<file path="config.mk">
export PLATFORM = sky130hd
export DESIGN_NAME = rle_expander
export DESIGN_NICKNAME = d
export VERILOG_FILES = /design/src/rtl/rle_pkg.sv /design/src/rtl/rle_cmd_decode.sv /design/src/rtl/rle_repeat_stage.sv /design/src/rtl/rle_expander.sv
export SDC_FILE = /design/constraint.sdc
export NUM_CORES = 1
export LEC_CHECK = 0
export CAP_MARGIN = 0
export CORE_ASPECT_RATIO = 1.75
export CORE_MARGIN = 5
export CORE_UTILIZATION = 45
export DETAILED_ROUTE_END_ITERATION = 7
export MAX_ROUTING_LAYER = met4
export PLACE_DENSITY = 0.74
export SLEW_MARGIN = 20
export SYNTH_ARGS = -nofsm -noshare
export SYNTH_HDL_FRONTEND = slang
export SYNTH_SLANG_ARGS = --single-unit
export TNS_END_PERCENT = 5
</file>
<file path="constraint.sdc">
create_clock -name clk -period 2 [get_ports clk]
set_clock_uncertainty 0.1 [all_clocks]
set_input_delay 0.3 -clock clk [delete_from_list [all_inputs] [get_ports clk]]
set_output_delay 0.3 -clock clk [all_outputs]
set_load 0.01 [all_outputs]
</file>
<file path="src/rtl/rle_pkg.sv">
package rle_pkg;
  typedef enum logic [1:0] {
    KIND_DATA  = 2'd0,
    KIND_COUNT = 2'd1,
    KIND_CHAN  = 2'd2
  } item_kind_e;
endpackage

</file>
<file path="src/rtl/rle_cmd_decode.sv">
module rle_cmd_decode
  import rle_pkg::*;
#(
  parameter int DATA_W = 8
) (
  input  logic              is_cmd,
  input  logic [DATA_W-1:0] item,
  output item_kind_e        kind,
  output logic [DATA_W-2:0] field
);
  // The top bit of a command selects between a count and a channel number.
  always_comb begin
    field = item[DATA_W-2:0];
    if (!is_cmd)                kind = KIND_DATA;
    else if (item[DATA_W-1])    kind = KIND_CHAN;
    else                        kind = KIND_COUNT;
  end
endmodule

</file>
<file path="src/rtl/rle_repeat_stage.sv">
module rle_repeat_stage #(
  parameter int DATA_W = 8,
  localparam int CNT_W = DATA_W - 1
) (
  input  logic              clk,
  input  logic              rst_n,
  input  logic              load,
  input  logic [DATA_W-1:0] load_byte,
  input  logic [CNT_W-1:0]  load_rem,
  input  logic              out_ready,
  output logic              can_load,
  output logic              out_valid,
  output logic [DATA_W-1:0] out_byte
);
  logic [CNT_W-1:0] rem_q;   // copies still to send after the current one

  assign can_load = !out_valid || (out_ready && (rem_q == '0));

  always_ff @(posedge clk) begin
    if (!rst_n) begin
      out_valid <= 1'b0;
      out_byte  <= '0;
      rem_q     <= '0;
    end else if (load) begin
      out_valid <= 1'b1;
      out_byte  <= load_byte;
      rem_q     <= load_rem;
    end else if (out_valid && out_ready) begin
      if (rem_q == '0) out_valid <= 1'b0;
      else             rem_q     <= rem_q - 1'b1;
    end
  end
endmodule

</file>
<file path="src/rtl/rle_expander.sv">
module rle_expander
  import rle_pkg::*;
#(
  parameter int DATA_W = 8,
  localparam int CNT_W = DATA_W - 1
) (
  input  logic              clk,
  input  logic              rst_n,
  input  logic              in_valid,
  output logic              in_ready,
  input  logic              in_is_cmd,
  input  logic [DATA_W-1:0] in_byte,
  output logic              out_valid,
  input  logic              out_ready,
  output logic [DATA_W-1:0] out_byte,
  output logic [CNT_W-1:0]  chan_addr
);
  item_kind_e       kind;
  logic [CNT_W-1:0] field;
  logic [CNT_W-1:0] pend_cnt_q;
  logic             pend_vld_q;
  logic             accept;
  logic             load;
  logic             can_load;

  rle_cmd_decode #(.DATA_W(DATA_W)) u_decode (
    .is_cmd (in_is_cmd),
    .item   (in_byte),
    .kind   (kind),
    .field  (field)
  );

  assign in_ready = can_load;
  assign accept   = in_valid && can_load;
  assign load     = accept && (kind == KIND_DATA);

  rle_repeat_stage #(.DATA_W(DATA_W)) u_stage (
    .clk       (clk),
    .rst_n     (rst_n),
    .load      (load),
    .load_byte (in_byte),
    .load_rem  (pend_vld_q ? pend_cnt_q : '0),
    .out_ready (out_ready),
    .can_load  (can_load),
    .out_valid (out_valid),
    .out_byte  (out_byte)
  );

  always_ff @(posedge clk) begin
    if (!rst_n) begin
      pend_cnt_q <= '0;
      pend_vld_q <= 1'b0;
      chan_addr  <= '0;
    end else if (accept) begin
      unique case (kind)
        KIND_COUNT: begin
          pend_cnt_q <= field;
          pend_vld_q <= 1'b1;
        end
        KIND_CHAN: begin
          chan_addr  <= field;
          pend_vld_q <= 1'b0;
        end
        default: pend_vld_q <= 1'b0;
      endcase
    end
  end
endmodule

</file>
Word-level counts from Yosys, hierarchy flattened
Cells that the tools add are included.
{ "classes": {"add_sub_neg": 1, "n_eq_ne": 3, "muxes": 10, "reduce_logical": 14} }
{ "ops": {"columns": ["cell", "n"], "rows": [
  ["$mux 7", 4],
  ["$reduce_and 2->1", 4],
  ["$logic_not 7->1", 1],
  ["$sub 7x1->7 const B", 1],
  ["$logic_and 1x1->1", 4],
  ["$mux 1", 4],
  ["$mux 2", 2],
  ["$reduce_bool 2->1", 2],
  ["$eq 2x1->1 const B", 1],
  ["$eq 2x2->1 const B", 1],
  ["$logic_not 2->1", 1],
  ["$ne 2x2->1 const B", 1],
  ["$logic_not 1->1", 1],
  ["$logic_or 1x1->1", 1]
]} }
{ "word_totals": {"ff_bits": 31, "output_inout_bits": 17, "elab_cells": 34} }

Depth between registers and ports, before layout
{ "depth": {"ltp_word": 7, "ltp_mapped": 8} }

Cells and area by module
A second synthesis with hierarchy kept.
{ "unflattened": {"hier_cells": 159, "hier_area_um2": 1472.7} }
{ "by_module_without_submodules": {"columns": ["module", "n_inst", "cells_each", "area_each_um2", "seq_area_each_um2"], "rows": [
  ["rle_repeat_stage", 1, 83, 764.5, 320.3],
  ["rle_expander", 1, 67, 639.4, 300.3],
  ["rle_cmd_decode", 1, 9, 68.8, 0.0]
]} }

Worst setup path before layout
OpenSTA, ideal clock, no wires.
{ "synth_timing": {"kind": "reg-to-reg", "start": "reg u_stage.rem_q[2]", "end": "reg chan_addr[0]", "setup_time_ns": 0.129, "arrival_time_ns": 1.650, "path_slack_ns": 0.120, "path_stages_with_launch": 7, "path_buffers": 2, "path_cell_list": "dfxtp_1 > or4_4 > buf_6 > o31a_4 > clkbuf_2 > o21ai_0 > a21oi_1"} }
{ "synth_via": {"elab_chain_cells": 5} }
{ "synth_lines": {"columns": ["element", "line_no", "source"], "rows": [
  ["start: declaration", "rle_repeat_stage.sv:15", "logic [CNT_W-1:0] rem_q;"],
  ["start signal: assignment", "rle_repeat_stage.sv:27", "rem_q <= load_rem;"],
  ["start signal: assignment", "rle_repeat_stage.sv:30", "else rem_q <= rem_q - 1'b1;"],
  ["$logic_not 7->1", "rle_repeat_stage.sv:17", "assign can_load = !out_valid || (out_ready && (rem_q == '0));"],
  ["$logic_and 1x1->1", "rle_repeat_stage.sv:17", null],
  ["$logic_or 1x1->1", "rle_repeat_stage.sv:17", null],
  ["$logic_and 1x1->1", "rle_expander.sv:34", "assign accept = in_valid && can_load;"],
  ["$reduce_and 2->1 (no line)", null, null],
  ["end signal: assignment", "rle_expander.sv:61", "chan_addr <= field;"],
  ["end: declaration", "rle_expander.sv:16", "output logic [CNT_W-1:0] chan_addr"]
]} }
Every way passes these cells.
A chain may end at the register's enable or synchronous reset.

Final worst setup path
{ "layout_timing": {"start": "reg u_stage.rem_q[4]", "end": "out in_ready"} }
{ "layout_via": {"elab_chain_cells": 3} }
{ "layout_lines": {"columns": ["element", "line_no", "source"], "rows": [
  ["$logic_not 7->1", "rle_repeat_stage.sv:17", null],
  ["$logic_and 1x1->1", "rle_repeat_stage.sv:17", null],
  ["$logic_or 1x1->1", "rle_repeat_stage.sv:17", null],
  ["end: declaration", "rle_expander.sv:10", "output logic in_ready,"]
]} }
Every way passes these cells.

==> out/summary.txt <==
Core Util, Final = 63.4%
Synth area leader = dfxtp_1
Initial Util = 46.9%
sequential share of the synthesized area = 42.1%
die footprint = 4560 µm²
CP Launch Type = register
WL met3 = 106 µm
hold_sp = pend_cnt_q[2]
worst-path fanout max = 2
CTS HTree Levels = 2
final cycle utilization of the critical path = 99.6%
worst hold slack = 373 ps
Pleak = 0.761 nW
CTS Hold Bufs = 0
Post-Synthesis Cells = 165
cell breakdown of the critical path = or4_4, o31a_4, inv_4, buf_6
Syn-to-layout area delta = 35.2%
largest net degree at the start of global routing = 25
Placement Setup Slack = -197 ps
Clock Path Buffers = 2
overall die height = 85.7 µm
Worst Path Required = 1600 ps
fraction of layout cells with a size suffix above 1 = 16.7%
cts bufs inserted = 5
CTS tree = yes
WS Path Type = register to output pin
Slew @ Worst Pin = 495 ps
clock sink count = 31
DPL Wire Length = 2910 µm
io pins = 30
RSZ-0062 raised after global routing = true
Peak VDD IR = 0.000550 V
Synth Register Bits = 31
WP data arrival = 1590 ps
Die Wd = 53.2 µm
Reg-to-Reg Start = u_stage.rem_q[4]
post-layout min period = 1990 ps
launch point of the worst path = u_stage.rem_q[4]
Routability Congestion = 0.827
Min-Delay Path Class = register to register
first-pass GRT wire length = 6620 µm
Area contributors post-synth = dfxtp_1 42%, a21oi_1 6.5%, mux2i_1 6.1%
Slew Viols, Final = 0
uppermost layer routed = met4
max_cap viols = 0
Post-layout nets = 223
most frequent cells in the layout = 30 x dfxtp_1, 28 x clkdlybuf4s50_1, 19 x a21oi_1
antenna viol nets, final = 0
total grt overflow = 0
met2 WL = 2130 µm
number of global-route vias before repair = 1518
initial DRC count = 34
n_diodes = 0
Wirelength per Cell = 15.4 µm
Hold Fails Final Rpt = 0
port bufs = 29
endpoints failing setup = 0
relative slew slack = 66.7%
Vias = 1414
num rows = 27
placed cells = 245
Cell Count, Final, Fillers Out = 253
DRC Markers = 0
syn_nets = 179
Metal-1 WL = 1480 µm
Root Driver = clkbuf_8
DR pass1 iterations = 4
Mapped Area = 1470 µm²
DR vias/cell = 5.59
crit end category = output pin
CP max-delay cell = or4_4
status = complete, no violations
power per cell area = 807 nW/µm²
post-synth cell types = 43
wirelength, routed = 3890 µm
Worst-Skew Late Latency = 280 ps
Final WS setup = 8.43 ps
Global Route Usage Sum = 20.0%
CTS clk-pin slew, worst paths = 70 ps
share of the synthesized area in the top cell type = 42.1%
initial antenna violation count = 0
Crit path largest cell delay = 530 ps
commonest non-fill, non-tap cell in the layout = dfxtp_1
synthesized area per cell = 8.93 µm²
synth warn = 0
core area = 3140 µm²
Max Fclk = 0.502 GHz
[power breakdown]
group          total (mW)  switching, mW  internal [mW]  leakage [nW]
Sequential          0.668         0.0200          0.648         0.253
Combinational       0.303          0.151          0.151         0.446
Clock               0.636          0.233          0.403        0.0612
Total                1.61          0.404           1.20         0.761
[synth_stat cells]
cell            instances
dlygate4sd1_1           1
nand2b_1                3
o31a_4                  1
mux2i_1                 9
clkbuf_1                2
o211ai_1                3
nand3_2                 1
o221ai_1                1
a211oi_1                2
buf_12                  1
o21ai_0                17
nor4_1                  2
inv_4                   1
dlygate4sd3_1           1
o22a_1                  1
nand3b_1                1
or2_0                   1
a311oi_2                1
or3b_2                  1
dlymetal6s2s_1          1
buf_6                   2
nand4_1                 2
nand2_1                 6
a31oi_1                 3
a22oi_1                 1
clkbuf_2                1
nor3b_1                 2
or4_4                   1
nand3_1                18
o2111ai_1               2
ha_1                    1
dfxtp_1                31
a21oi_1                19
buf_2                   2
o21a_1                  1
nor2_1                 10
inv_1                   5
and3_1                  1
a32oi_1                 1
and3b_1                 2
xnor2_1                 1
nor2b_1                 1
xor2_1                  1
[what timing repair did]
action                                  4_1_cts  5_1_grt
buffers inserted                              0        0
resized for setup                             6        2
endpoints found under the setup margin        1        7
pin swaps                                     2        1
[state kept, by name, summed over array words and instances, names as in the netlist]
register	cells
u_stage.out_byte	8
chan_addr	7
u_stage.out_valid	1
pend_cnt_q	7
u_stage.rem_q	7
pend_vld_q	1
[critical path: cells and delay by family, from the launching register on]
family          cells  cell delay [ps]
flops               1              310
buf+inv             2              150
compound gates      1              310
simple gates        1              530
[layer usage]
metal,global-route usage (%),up-vias
met2,34.9,33
met5,-,-
li1,-,693
met4,11.9,0
met3,4.87,13
met1,19.0,675
[path summary, 6_finish.rpt]
path / end / slack [ps] / depth (start not counted)
hold / removal: u_stage.rem_q[2] / 370 / 2
hold reg to reg: u_stage.rem_q[2] / 370 / 2
setup reg to reg: u_stage.rem_q[1] / 100 / 6
setup / recovery: in_ready / 8 / 4
[per-stage QoR]
step	TNS (ps)	area [µm²]	power (mW)
floorplan	0	1470	0.847
global route	-27.4	1990	1.69
CTS	-60.1	1980	1.62
finish	0	1990	1.61
global placement	-205	1860	0.970
detailed placement	-212	1860	0.978
[cell type report]
type / count / area, µm²
Inverter: 6 / 25.0
Fill cell: 272 / 1150
Sequential cell: 31 / 622
Tap cell: 43 / 53.8
Clock inverter: 2 / 35.0
Clock buffer: 6 / 82.6
Timing Repair Buffer: 48 / 442
Multi-Input combinational cell: 117 / 731
[cell families (layout without fill, tap and decap cells)]
group | count (synthesis) | after routing | share of synthesized area [%]
and+or+nand+nor | 52 | 52 | 19.2
AOI/OAI and AO/OA | 53 | 53 | 22.3
buffers and inverters | 17 | 62 | 8.24
muxes | 9 | 9 | 6.12
xor gates and xnor gates | 2 | 2 | 1.19
DFF | 31 | 31 | 42.1
adders and majority gates | 1 | 1 | 0.849
Power figures use the tool's default switching activity.
